--- src/rtl/spi_div_pkg.sv ---
package spi_div_pkg;
   typedef enum logic {
      LAW_POW2   = 1'b0,
      LAW_LINEAR = 1'b1
   } div_law_e;
endpackage

--- src/rtl/sclk_half_limit.sv ---
// Converts the latched divider setting into a half-period length in bus cycles.
module sclk_half_limit
   import spi_div_pkg::*;
#(
   parameter int DIV_W = 8,
   parameter int EXP_W = 4,
   parameter int H_W   = 16
) (
   input  div_law_e          law,
   input  logic [DIV_W-1:0]  div,
   output logic [H_W-1:0]    half
);
   localparam int NPOW = 2 ** EXP_W;

   logic [NPOW-1:0] pow_vec;

   // one-hot decode of the exponent: bit i set when exponent equals i
   for (genvar i = 0; i < NPOW; i++) begin : g_pow
      assign pow_vec[i] = (div[EXP_W-1:0] == EXP_W'(i));
   end

   logic [H_W-1:0] lin_half;
   logic [H_W-1:0] pow_half;

   assign lin_half = {{(H_W-DIV_W){1'b0}}, div} + H_W'(1);
   assign pow_half = H_W'(pow_vec);
   assign half     = (law == LAW_LINEAR) ? lin_half : pow_half;
endmodule

--- src/rtl/sclk_tick_counter.sv ---
// Counts bus cycles and issues a tick at the end of each half-period.
module sclk_tick_counter #(
   parameter int H_W = 16
) (
   input  logic           clk,
   input  logic           rst_n,
   input  logic           clear,
   input  logic [H_W-1:0] limit,
   output logic           tick
);
   logic [H_W-1:0] cnt;
   logic           at_end;

   assign at_end = (cnt == limit - H_W'(1));
   assign tick   = !clear && at_end;

   always_ff @(posedge clk or negedge rst_n) begin
      if (!rst_n)      cnt <= '0;
      else if (clear)  cnt <= '0;
      else if (at_end) cnt <= '0;
      else             cnt <= cnt + H_W'(1);
   end

   // the count never reaches the half-period limit
   p_count_in_range_r3: assert property (@(posedge clk) disable iff (!rst_n)
      cnt < limit);
endmodule

--- src/rtl/spi_sclk_divider.sv ---
module spi_sclk_divider
   import spi_div_pkg::*;
#(
   parameter int DIV_W = 8,
   parameter int EXP_W = 4
) (
   input  logic             clk,
   input  logic             rst_n,
   input  logic             enable,
   input  logic             run,
   input  logic             frame_done,
   input  logic             law_sel,
   input  logic [DIV_W-1:0] div_val,
   input  logic             cpol,
   output logic             sclk,
   output logic             lead_stb,
   output logic             trail_stb
);
   localparam int POW_W = 2 ** EXP_W;
   localparam int H_W   = (DIV_W + 1 > POW_W) ? DIV_W + 1 : POW_W;

   if (EXP_W < 1 || EXP_W > DIV_W) begin : g_bad_exp
      $error("EXP_W must lie between 1 and DIV_W");
   end

   logic             active;
   logic             load;
   logic [DIV_W-1:0] cur_div;
   div_law_e         cur_law;
   logic             cur_pol;
   logic [H_W-1:0]   half;
   logic             tick;

   assign active = enable && run;
   assign load   = !active || frame_done;

   always_ff @(posedge clk or negedge rst_n) begin
      if (!rst_n) begin
         cur_div <= '0;
         cur_law <= LAW_POW2;
         cur_pol <= 1'b0;
      end else if (load) begin
         cur_div <= div_val;
         cur_law <= div_law_e'(law_sel);
         cur_pol <= cpol;
      end
   end

   sclk_half_limit #(.DIV_W(DIV_W), .EXP_W(EXP_W), .H_W(H_W)) u_limit (
      .law  (cur_law),
      .div  (cur_div),
      .half (half)
   );

   sclk_tick_counter #(.H_W(H_W)) u_count (
      .clk   (clk),
      .rst_n (rst_n),
      .clear (load),
      .limit (half),
      .tick  (tick)
   );

   always_ff @(posedge clk or negedge rst_n) begin
      if (!rst_n) begin
         sclk      <= 1'b0;
         lead_stb  <= 1'b0;
         trail_stb <= 1'b0;
      end else begin
         lead_stb  <= tick && (sclk == cur_pol);
         trail_stb <= tick && (sclk != cur_pol);
         if (!active)   sclk <= cpol;
         else if (tick) sclk <= !sclk;
      end
   end

   // a not-running cycle leaves the clock at the sampled idle level, quiet
   p_idle_level_r5: assert property (@(posedge clk) disable iff (!rst_n)
      !active |=> (sclk == $past(cpol)) && !lead_stb && !trail_stb);

   // settings stay frozen in the middle of a frame
   p_hold_mid_frame_r6: assert property (@(posedge clk) disable iff (!rst_n)
      (active && !frame_done) |=> $stable(cur_div) && $stable(cur_law) && $stable(cur_pol));

   // every strobe marks a real change of the serial clock
   p_strobe_on_edge_r4: assert property (@(posedge clk) disable iff (!rst_n)
      (lead_stb || trail_stb) |-> (sclk != $past(sclk)));

   // a leading strobe leaves the idle level
   p_lead_leaves_idle_r4: assert property (@(posedge clk) disable iff (!rst_n)
      lead_stb |-> (sclk != cur_pol));

   // strobes are exclusive
   p_strobe_exclusive_r8: assert property (@(posedge clk) disable iff (!rst_n)
      !(lead_stb && trail_stb));
endmodule

--- config.mk ---
export PLATFORM = sky130hd
export DESIGN_NAME = spi_sclk_divider
export DESIGN_NICKNAME = d
export VERILOG_FILES = /design/src/rtl/spi_div_pkg.sv /design/src/rtl/sclk_half_limit.sv /design/src/rtl/sclk_tick_counter.sv /design/src/rtl/spi_sclk_divider.sv
export SDC_FILE = /design/constraint.sdc
export NUM_CORES = 1
export LEC_CHECK = 0
export ABC_AREA = 1
export CAP_MARGIN = 0
export CORE_MARGIN = 10
export CORE_UTILIZATION = 69
export DETAILED_ROUTE_END_ITERATION = 8
export DONT_BUFFER_PORTS = 1
export PLACE_DENSITY = 0.95
export SYNTH_ARGS = -nofsm -noshare
export SYNTH_HDL_FRONTEND = slang
export SYNTH_SLANG_ARGS = --single-unit
--- constraint.sdc ---
create_clock -name clk -period 5.1 [get_ports clk]
set_clock_uncertainty 0.05 [all_clocks]
set_input_delay 0.765 -clock clk [delete_from_list [all_inputs] [get_ports clk]]
set_output_delay 0.765 -clock clk [all_outputs]
set_load 0.02 [all_outputs]
==> qor.tcl, run 1 <==
set qor(worstSetupPathType) {register to register}
set qor(cts-resized-gates) 0
set qor(max-clock-path-buffers) 2
set qor(period_share) 0.618
set qor(postSynthNetCount) 396
set qor(floorplan.initialDensity) 0.719
set qor(yosys.cell_types.count) 28
set qor(antennaDiodeCount) 0
set qor(postPlaceCellArea_um2) 2430
set qor(tightestPinTransition_ns) 0.620
set qor(worst_ir_drop_vdd_mv) 0.230
set qor(globalRouteOverflowTotal) 0
set qor(clock_tree_from_tritoncts) {done}
set qor(numCtsBuffers) 5
set qor(drv_slew) 0
set qor(area_growth_syn_to_layout_pct) 2.90
set qor(cts_hold_repair.buffers) 0
set qor(synth_top_area_cell) {dfrtp_1}
set qor(hold_class) {input pin to async pin}
set qor(route.final.wire_length_mm) 5.41
set qor(drtAntennaViolNets) 0
set qor(num_vias) 2311
set qor(detail_route.first_pass.iterations) 5
set qor(ctsRootBufferMaster) {clkbuf_4}
set qor(power.total_uw) 539
set qor(yosysSeqAreaShare) 0.300
set qor(globalRouteTotalUtil) 0.186
set qor(final_hold_viol_count) 0
set qor(placement_rows) 21
set qor(ctsHtreeMaxLevel) 2
set qor(max_cap_viol_count) 0
set qor(ys_ff_latch) 29
set qor(synth.yosys.warnings) 0
set qor(floorplan.die.height_um) 79.2
set qor(fin_nets) 399
set qor(power-per-cell-area_nw_per_um2) 217
set qor(timing.fmax_mhz) 317
set qor(critPathArrivalTime_ns) 3.32
set qor(place_congestion) 0.993
set qor(setup_violations) 0
set qor(layout_commonest_cell) {nand2_1}
set qor(timing.critical_path.fanout_max) 16
set qor(post_synth_inst_count) 375
set qor(grt_start_max_net_pins) 30
set qor(timing.hold.ws_ns) 0.0427
set qor(die_x_um) 79.2
set qor(post-cts-setup-buffer-count) 0
set qor(netlist_top_cells_area) {dfrtp_1, nand2_1, inv_1, nand3_1, nor2_1}
set qor(run_status) {completed}
set qor(portBuffers) 0
set qor(placeableCoreArea_um2) 3360
set qor(synthFlopType) {dfrtp_1}
set qor(worst_reg_to_reg_setup_slack_ns) 1.95
set qor(layout_common_cells) {nand2_1, inv_1, nor2_1, nand3_1, dfrtp_1}
set qor(detail_route.vias_per_cell) 5.44
set qor(rsz_0062_raised_after_global_routing) {false}
set qor(first_global_vias) 2130
set qor(boundaryPins) 18
set qor(leakage_uw) 0.00126
set qor(clk_transition_reported_paths_ns) 0.11
set qor(edff_count_synth) 0
set qor(post_drt_wl_per_cell_um) 12.7
set qor(synth_async_sr_flop_share) 1.00
set qor(antenna_found_initial) 0
set qor(final_layout_size_suffix_gt1_frac) 0.100
set qor(postSynthAreaPerCell_um2) 6.45
set qor(total_drc_errors_in_the_routed_layout) 0
set qor(synthesis.area_um2) 2420
set qor(clock_latency_ns) 0.35
set qor(worst_slew_margin_relative_to_its_limit) 0.585
set qor(final_area_um2) 2490
set qor(timing.critical_path.required_ns) 5.27
set qor(die-area_um2) 6270
set qor(worstSetupStartpointType) {register}
set qor(grt_pass1_wl_mm) 9.48
set qor(dp_hpwl_mm) 4.27
set qor(dr.first_iter.drc_count) 220
set qor(setup-tns-final_ns) 0
set qor(crit_path_end_kind) {register}
set qor(layout_min_cycle_time_ns) 3.15
set qor(synth_top_area_share) 0.300
set qor(cts.sink_count) 29
state kept, by name, indices dropped and copies added, names as in the netlist:
| name | count |
|---|---|
| cur_div | 8 |
| cur_law | 1 |
| cur_pol | 1 |
| lead_stb | 1 |
| sclk | 1 |
| trail_stb | 1 |
| u_count.cnt | 16 |
Yosys cell counts, types with 5 or more instances:
cell,number
nand3_1,36
nand4_1,7
nor3_1,8
nand3b_1,5
a21oi_1,5
ha_1,6
nand2_1,110
xor2_1,14
nor2_1,48
inv_1,53
o21ai_0,15
nor2_2,15
dfrtp_1,29
path summary, 6_finish.rpt:
path | startpoint | cells after the start | to
worst max-delay path | cur_div[0]$_DFFE_PN0N_ | 18 | u_count.cnt[8]$_DFF_PN0_
worst min-delay path | rst_n | 0 | cur_div[7]$_DFFE_PN0N_
worst max register to register | cur_div[0]$_DFFE_PN0N_ | 18 | u_count.cnt[8]$_DFF_PN0_
worst min register to register | u_count.cnt[0]$_DFF_PN0_ | 1 | u_count.cnt[0]$_DFF_PN0_
max in group asynchronous | rst_n | 0 | u_count.cnt[5]$_DFF_PN0_
min in group clk | u_count.cnt[0]$_DFF_PN0_ | 1 | u_count.cnt[0]$_DFF_PN0_
layer usage:
layer / up-vias / wire, um / GRT usage
met3: 13 / 458 / 0.0552
li1: 1179 / - / -
met1: 1040 / 2450 / 0.233
met4: 0 / 128 / 0.0771
met2: 79 / 2380 / 0.292
met5: - / 0 / 0
layout make-up:
cell class / count / area [um2]
multi-input cells: 286 / 1440
fillers: 283 / 876
clock inverters: 3 / 17.5
inverters: 56 / 210
clock buffers: 5 / 37.5
flip-flops and latches: 29 / 726
well taps: 46 / 57.6
stage by stage:
step	worst slack, ns	std cells	utilization
finish	1.95	425	0.740
global route	1.66	425	0.740
CTS	1.95	425	0.740
detailed placement	1.99	417	0.723
global placement	2.08	417	0.723
floorplan	2.44	375	-
kinds of logic (layout without fill, tap and decap cells):
group,Yosys count,count (layout),synth area share
AOI/OAI and AO/OA,23,23,0.0549
xor gates and xnor gates,16,16,0.0580
adders and majority gates,6,6,0.0311
buffers and inverters,60,64,0.105
DFF,29,29,0.300
and+or+nand+nor,241,241,0.451
critical path, stage by stage (launching register included):
cell	delay (ns)
dfrtp_1	0.45
inv_1	0.14
ha_1	0.16
inv_1	0.03
nor2_1	0.38
a21oi_4	0.13
ha_1	0.33
xor2_1	0.15
nand2_1	0.06
nor2_1	0.10
nand2_1	0.06
nor2_1	0.08
nand3_1	0.08
nor2_1	0.14
nand3_1	0.12
nor2_2	0.18
nand2_2	0.08
nand2_4	0.21
nor3_1	0.07
report_power, final:
part / leakage [uW] / switching, uW / internal (uW)
combinational: 0.000846 / 100 / 46.6
sequential: 0.000380 / 13.1 / 237
clock: 0.0000310 / 90.5 / 51.8
No activity file was read; power rests on OpenSTA's default activity.
==> run 2: changes to the inputs <==
Settings changed: CORE_UTILIZATION 69 to 64, PLACE_DENSITY 0.95 to 0.9.
Clock period 5.1 ns to 2.95 ns, I/O delays scaled along.
==> run 2 against run 1 <==
  * Non-clock buffer count is 13 higher
  * Utilization increased by 2.9 points
  * Clock power rose by 130%
  * Sequential share of layout area is 3.3 points lower
  * Maximum frequency is 9.4% higher
  * Critical path depth rose by 2
  * Register-to-register slack worse by 1.9 ns
  * Final area up 13%
  * First-iteration DRC count is 28% higher
  * Routed wire length increased by 37%
  * Highest routed layer unchanged
  * Combinational power up 140%
  * Power increased by 110%
==> qor.tcl, run 2 (synthesis results as in run 1) <==
set qor(grt_start_max_net_pins) 30 ;# unchanged
set qor(placement_rows) 22 ;# +4.8%
set qor(critical_path.slowest_cell) {dfrtp_1}
set qor(max_flop_register) {u_count.cnt}
set qor(timing.critical_path.fanout_max) 8 ;# -8
set qor(detail_route.first_pass.iterations) 5 ;# unchanged
set qor(num_vias) 2621 ;# +13%
set qor(clock_tree_from_tritoncts) {done}
set qor(final_hold_viol_count) 0 ;# unchanged
set qor(detail_route.vias_per_cell) 5.96 ;# +9.5%
set qor(period_share) 0.977 ;# +0.359
set qor(boundaryPins) 18 ;# unchanged
set qor(largest_register_ffs) 16 ;# unchanged
set qor(grt_pass1_wl_mm) 10.7 ;# +13%
set qor(die-area_um2) 6630 ;# +5.8%
set qor(timing.critical_path.required_ns) 3.09 ;# -2.18 ns
set qor(largestRegisters) {u_count.cnt: 16 flops, cur_div: 8 flops}
set qor(worst_slew_margin_relative_to_its_limit) 0.258 ;# -0.327
set qor(post_drt_wl_per_cell_um) 16.8 ;# +32%
set qor(worstSetupStartpointType) {register}
set qor(total_drc_errors_in_the_routed_layout) 0 ;# unchanged
set qor(core_util_final) 0.769 ;# +0.0290
set qor(timing.fmax_mhz) 347 ;# +9.4%
set qor(count_of_non_filler_cells_in_the_finished_layout) 440 ;# +3.5%
set qor(leakage_uw) 0.00136 ;# +8.1%
set qor(floorplan.die.height_um) 81.5 ;# +2.9%
set qor(floorplan.initialDensity) 0.660 ;# -0.0585
set qor(place_congestion) 0.945 ;# -4.9%
set qor(final_layout_size_suffix_gt1_frac) 0.199 ;# +0.0987
set qor(setup-tns-final_ns) 0 ;# unchanged
set qor(globalRouteTotalUtil) 0.207 ;# +0.0211
set qor(antennaDiodeCount) 0 ;# unchanged
set qor(clk_transition_reported_paths_ns) 0.06 ;# -0.05 ns
set qor(setup_violations) 0 ;# unchanged
set qor(power-per-cell-area_nw_per_um2) 396 ;# +83%
set qor(numCtsBuffers) 5 ;# unchanged
set qor(layout_min_cycle_time_ns) 2.88 ;# -0.270 ns
set qor(dpl.cell_count) 423 ;# +1.4%
set qor(filler_cell_count) 236 ;# -17%
set qor(ctsRootBufferMaster) {clkbuf_8}
set qor(pre_cts_slack_ns) -0.0594 ;# -2.05 ns
set qor(drtAntennaViolNets) 0 ;# unchanged
set qor(run_status) {completed}
set qor(hold_class) {input pin to register}
set qor(portBuffers) 0 ;# unchanged
set qor(layout_commonest_cell) {nand2_1}
set qor(top_signal_layer_used) {met4}
set qor(worst_ir_drop_vdd_mv) 0.454 ;# +98%
set qor(met3_wirelength_um) 721 ;# +57%
set qor(power.total_uw) 1110 ;# +110%
set qor(area_growth_syn_to_layout_pct) 16.4
set qor(dr.first_iter.drc_count) 282 ;# +28%
set qor(crit_path_end_kind) {register}
set qor(route.final.wire_length_mm) 7.40 ;# +37%
set qor(met2_wirelength_mm) 3.50 ;# +47%
set qor(post-route-worst-setup-slack_ns) 0.0692 ;# -1.88 ns
set qor(max-clock-path-buffers) 2 ;# unchanged
set qor(crit_path_max_incr_delay_ns) 0.40 ;# -0.05 ns
set qor(critical_path.cell_chain) {buf_6 > ha_1 > inv_2 > nor2_2 > a21oi_2 > ha_4 > nand3_4 > nor2_4 > nand2_2 > nor2_4 > clkbuf_2 > buf_4 > nand3b_1 > nand2_1 > nor2_1 > nand2_1 > nor2_4 > nand2_4 > nand2_8 > nor2_1}
set qor(first_global_vias) 2421 ;# +14%
set qor(die_x_um) 81.5 ;# +2.9%
set qor(ctsHtreeMaxLevel) 2 ;# unchanged
set qor(dp_hpwl_mm) 4.58 ;# +7.3%
set qor(max_cap_viol_count) 0 ;# unchanged
set qor(placeableCoreArea_um2) 3660 ;# +8.9%
set qor(antenna_found_initial) 0 ;# unchanged
set qor(drv_slew) 0 ;# unchanged
set qor(tightestPinTransition_ns) 1.11 ;# +0.489 ns
set qor(cp_most_frequent_cell) {nor2_4}
set qor(clock_latency_ns) 0.29 ;# -0.06 ns
set qor(fin_nets) 413 ;# +3.5%
set qor(wl_met1_mm) 2.82 ;# +15%
set qor(worstSetupPathType) {register to register}
set qor(cts.sink_count) 29 ;# unchanged
set qor(globalRouteOverflowTotal) 0 ;# unchanged
set qor(critPathArrivalTime_ns) 3.03 ;# -0.29 ns
set qor(layout_common_cells) {nand2_1, inv_1, nor2_1, nand3_1, dfrtp_1}
[run 2: changes by cell type in the layout (fill, tap and decap cells not counted), sizes merged]
cell,previous run,this run
buf,0,11
clkbuf,5,8
clkinv,2,0
clkinvlp,1,0
dlygate4sd3,0,1
nand2,115,116
[run 2: final cells by class]
class / instances / area [um2] / share of cell area
Tap cell: 48 / 60.1 / 0.0213
Multi-Input combinational cell: 287 / 1620 / 0.574
Inverter: 56 / 210 / 0.0747
Sequential cell: 29 / 727 / 0.258
Clock buffer: 7 / 86.3 / 0.0307
Timing Repair Buffer: 13 / 114 / 0.0405
[run 2: per-layer routing]
layer,global-route usage,vias to the layer above
met5,0,-
met1,0.235,1188
met4,0.118,0
met3,0.0513,49
li1,-,1207
met2,0.348,177
[run 2: power by group]
| part | total, uW | internal, uW | switching (uW) | leakage (uW) |
|---|---|---|---|---|
| combinational | 352 | 121 | 231 | 0.000935 |
| clock | 332 | 184 | 147 | 0.0000443 |
| sequential | 430 | 410 | 19.7 | 0.000379 |
| total | 1110 | 716 | 398 | 0.00136 |
[run 2: critical path: cells and delay by family, from the launching register on]
kind	cells	cell delay [ns]
adders and majority gates	2	0.39
buffers and inverters	4	0.49
and+or+nand+nor	13	1.25
AOI/OAI and AO/OA	1	0.21
DFF	1	0.40
[run 2: per-stage QoR]
stage                     instance area, um2  hold WS, ns
final                                   2810        0.233
after global routing                    2810        0.257
after CTS                               2600        0.209
after detailed placement                2460       0.0978
after global placement                  2460       0.0978
after floorplan                         2420       0.0969
[run 2: repair_timing]
item / 4_1_cts / 5_1_grt
buffers inserted: 2 / 5
resized for setup: 1 / 43
pin swaps: 0 / 12
hold buffers: 2 / 0
setup endpoints to repair: 17 / 19
gates cloned: 0 / 1
hold endpoints to repair: 29 / 0
[run 2: path summary, 6_finish.rpt]
kind                                         from                         to  slack (ns)  cells past startpoint
max reg2reg                cur_div[0]$_DFFE_PN0N_  u_count.cnt[15]$_DFF_PN0_        0.07                     20
min in group asynchronous                   rst_n   u_count.cnt[8]$_DFF_PN0_        0.55                      2
max                        cur_div[0]$_DFFE_PN0N_  u_count.cnt[15]$_DFF_PN0_        0.07                     20
min reg2reg                   cur_pol$_DFFE_PN0N_        cur_pol$_DFFE_PN0N_        0.49                      2
min                                    div_val[7]     cur_div[7]$_DFFE_PN0N_        0.23                      2
max in group asynchronous                   rst_n  u_count.cnt[11]$_DFF_PN0_        2.12                      2
==> run 3: changes to the inputs <==
Settings changed: SYNTH_HIERARCHICAL set to 1.
==> run 3 against run 2 <==
  * Area after synthesis increased by 6.5%
  * Routed wire length shrank 19%
  * Via count shrank 4.2%
  * Power grew 2.7%
  * Setup slack better by 0.14 ns
  * Register-to-register slack better by 0.14 ns
  * Utilization decreased by 3.5 points
  * Sequential share of layout area is 0.58 points higher
==> qor.tcl, run 3 <==
set qor(max_cap_viol_count) 0 ;# unchanged
set qor(rsz_0062_raised_after_global_routing) {false}
set qor(timing.critical_path.fanout_max) 6 ;# -2
set qor(tightestPinTransition_ns) 0.473 ;# -0.636 ns
set qor(synth.yosys.warnings) 6 ;# +6
set qor(numCtsBuffers) 5 ;# unchanged
set qor(hold_class) {input pin to register}
set qor(setup_violations) 0 ;# unchanged
set qor(max_flop_register) {u_count/cnt}
set qor(route.final.wire_length_mm) 5.98 ;# -19%
set qor(largest_register_ffs) 16 ;# unchanged
set qor(placement_rows) 22 ;# unchanged
set qor(drtAntennaViolNets) 0 ;# unchanged
set qor(power-per-cell-area_nw_per_um2) 413 ;# +4.4%
set qor(power.net_switching_uw) 368 ;# -7.6%
set qor(ctsRootBufferMaster) {clkbuf_8}
set qor(grt_start_max_net_pins) 30 ;# unchanged
set qor(total_drc_errors_in_the_routed_layout) 0 ;# unchanged
set qor(power_frac_seq) 0.381 ;# -0.005
set qor(antennaDiodeCount) 0 ;# unchanged
set qor(worstSetupPathType) {register to register}
set qor(post-cts-setup-buffer-count) 0 ;# -2
set qor(ys_ff_latch) 29 ;# unchanged
set qor(layout_common_cells) {nand2_1, inv_1, nor2_1, nand3_1, dfrtp_1}
set qor(leakage_uw) 0.00147 ;# +8.5%
set qor(clock_tree_from_tritoncts) {done}
set qor(globalRouteTotalUtil) 0.164 ;# -0.0431
set qor(detail_route.vias_per_cell) 5.32 ;# -11%
set qor(pre_cts_slack_ns) 0.142 ;# +0.202 ns
set qor(grt_pass1_wl_mm) 9.96 ;# -7.1%
set qor(period_share) 0.928 ;# -0.0489
set qor(globalRouteOverflowTotal) 0 ;# unchanged
set qor(yosys.cell_types.count) 29 ;# +3.6%
set qor(placeableCoreArea_um2) 3770 ;# +3.0%
set qor(clock_latency_ns) 0.28 ;# about the same
set qor(yosysMostFrequentCell) {nand2_1}
set qor(yosys-top-cells-count) {nand2_1, inv_1, nor2_1, nand3_1, dfrtp_1}
set qor(cts.sink_count) 29 ;# unchanged
set qor(synthFlopType) {dfrtp_1}
set qor(worst_slew_margin_relative_to_its_limit) 0.685 ;# +0.426
set qor(final_layout_size_suffix_gt1_frac) 0.118 ;# -0.0811
set qor(max-clock-path-buffers) 2 ;# unchanged
set qor(synth_async_sr_flop_share) 1.00 ;# unchanged
set qor(postSynthAreaPerCell_um2) 6.16 ;# -4.5%
set qor(share_comb_of_total_power) 0.242 ;# -0.074
set qor(die_x_um) 83.4 ;# +2.4%
set qor(edff_count_synth) 0 ;# unchanged
set qor(timing.critical_path.required_ns) 3.13 ;# +0.04 ns
set qor(postSynthNetCount) 439 ;# +11%
set qor(post_drt_wl_per_cell_um) 12.7 ;# -25%
set qor(antenna_found_initial) 0 ;# unchanged
set qor(post-route-worst-setup-slack_ns) 0.213 ;# +0.144 ns
set qor(dr.first_iter.drc_count) 237 ;# -16%
set qor(first_global_vias) 2213 ;# -8.6%
set qor(p_int_uw) 776 ;# +8.4%
set qor(clk_transition_reported_paths_ns) 0.07 ;# about the same
set qor(layout_min_cycle_time_ns) 2.74 ;# -0.144 ns
set qor(floorplan.initialDensity) 0.682 ;# +0.0222
set qor(floorplan.die.height_um) 83.4 ;# +2.4%
set qor(num_vias) 2511 ;# -4.2%
set qor(die-area_um2) 6960 ;# +4.9%
set qor(yosysSeqAreaShare) 0.282 ;# -0.0182
set qor(portBuffers) 0 ;# unchanged
set qor(netlist_top_cells_area) {dfrtp_1, nand2_1, inv_1, nor2_1, nand3_1}
set qor(place_congestion) 0.981 ;# +3.8%
set qor(clock_power_share) 0.377 ;# +0.079
set qor(synth_top_area_share) 0.282 ;# -0.0182
set qor(boundaryPins) 18 ;# unchanged
set qor(setup-tns-final_ns) 0 ;# unchanged
set qor(synthesis.area_um2) 2570 ;# +6.5%
set qor(worst_ir_drop_vdd_mv) 0.356 ;# -22%
set qor(ctsHtreeMaxLevel) 2 ;# unchanged
set qor(post_synth_inst_count) 418 ;# +11%
set qor(power.total_uw) 1140 ;# +2.7%
set qor(power.switching_fraction) 0.321 ;# -0.0356
set qor(crit_path_end_kind) {register}
set qor(critPathArrivalTime_ns) 2.91 ;# -0.12 ns
set qor(layout_commonest_cell) {nand2_1}
set qor(worstSetupStartpointType) {register}
set qor(drv_slew) 0 ;# unchanged
set qor(final_hold_viol_count) 0 ;# unchanged
set qor(filler_cell_count) 280 ;# +19%
set qor(area_growth_syn_to_layout_pct) 7.49
set qor(largestRegisters) {u_count/cnt: 16 flops, cur_div: 8 flops}
set qor(fin_nets) 444 ;# +7.5%
set qor(dp_hpwl_mm) 4.54 ;# -0.87%
set qor(detail_route.first_pass.iterations) 5 ;# unchanged
set qor(timing.fmax_mhz) 365 ;# +5.3%
set qor(run_status) {completed}
set qor(synth_top_area_cell) {dfrtp_1}
-- run 3: changes by cell type after synthesis, moves of 6 or more --
cell	previous run	this run
xor2_1	14	6
inv_1	53	66
nand2_1	110	146
nand3_1	36	30
nor3_1	8	1
nor2_1	48	56
-- run 3: routing by layer --
layer	share of wire	track usage	vias up
li1	-	-	1278
met1	0.42	0.209	1097
met4	0.012	0.0514	0
met2	0.49	0.271	126
met3	0.080	0.0313	10
met5	0	0	-
-- run 3: critical path, stage by stage, from the launching register on --
cell and delay, ns:
dfrtp_2 0.45, inv_2 0.08, ha_1 0.22, nand2_2 0.11, o22ai_2 0.10, inv_1 0.14
ha_1 0.21, nand2_1 0.12, nor2_1 0.17, nand3_1 0.14, nand3_1 0.11, nand3_1 0.11
nor2_2 0.16, nand4_4 0.11, nor2_2 0.12, inv_1 0.08, nand2_1 0.07, nand3_1 0.07
nand2_1 0.06
-- run 3: timing repair --
item / 4_1_cts / 5_1_grt
endpoints found under the setup margin: 0 / 19
gates resized for setup: 0 / 9
endpoints found under the hold margin: 29 / 0
hold buffers: 2 / 0
-- run 3: path summary, 6_finish.rpt --
| check | startpoint | to | slack (ns) | depth (start not counted) |
|---|---|---|---|---|
| setup reg to reg | cur_div[0]$_DFFE_PN0P_ | sclk$_DFFE_PN0P_ | 0.21 | 18 |
| hold / removal | div_val[3] | cur_div[3]$_DFFE_PN0P_ | 0.22 | 2 |
| hold reg to reg | cur_pol$_DFFE_PN0P_ | cur_pol$_DFFE_PN0P_ | 0.46 | 2 |
| max in group asynchronous | rst_n | cur_div[2]$_DFFE_PN0P_ | 2.14 | 2 |
| setup / recovery | cur_div[0]$_DFFE_PN0P_ | sclk$_DFFE_PN0P_ | 0.21 | 18 |
| min in group asynchronous | rst_n | sclk$_DFFE_PN0P_ | 0.54 | 2 |
-- run 3: logic make-up after synthesis --
kind of cell | after synthesis | synth area share
adders and majority gates | 6 | 0.0292
xor gates and xnor gates | 13 | 0.0442
DFF | 29 | 0.282
and+or+nand+nor | 266 | 0.460
buffers and inverters | 76 | 0.127
AOI/OAI and AO/OA | 28 | 0.0579
-- run 3: final cells by class --
class	instances	area [um2]	area share
Timing Repair Buffer	6	60.1	0.0217
Multi-Input combinational cell	313	1540	0.557
Clock buffer	6	82.6	0.0299
Inverter	68	255	0.0923
Tap cell	48	60.1	0.0217
Sequential cell	29	731	0.264
Clock inverter	2	37.5	0.0136
-- run 3: power by group through the flow --
stage | Sequential (uW) | Clock (uW) | Combinational [uW]
after floorplan | 430 | 0 | 219
after global placement | 441 | 0 | 244
after detailed placement | 441 | 0 | 252
after CTS | 434 | 442 | 267
after global routing | 437 | 456 | 311
final | 436 | 431 | 276
-- run 3: stage by stage --
stage / instance area (um2) / utilization / hold slack, ns / cells
after floorplan: 2570 / - / 0.0969 / 418
after global placement: 2590 / 0.687 / 0.0977 / 462
after detailed placement: 2590 / 0.687 / 0.0976 / 462
after CTS: 2740 / 0.727 / 0.221 / 472
after global routing: 2770 / 0.734 / 0.232 / 472
final: 2770 / 0.734 / 0.222 / 472
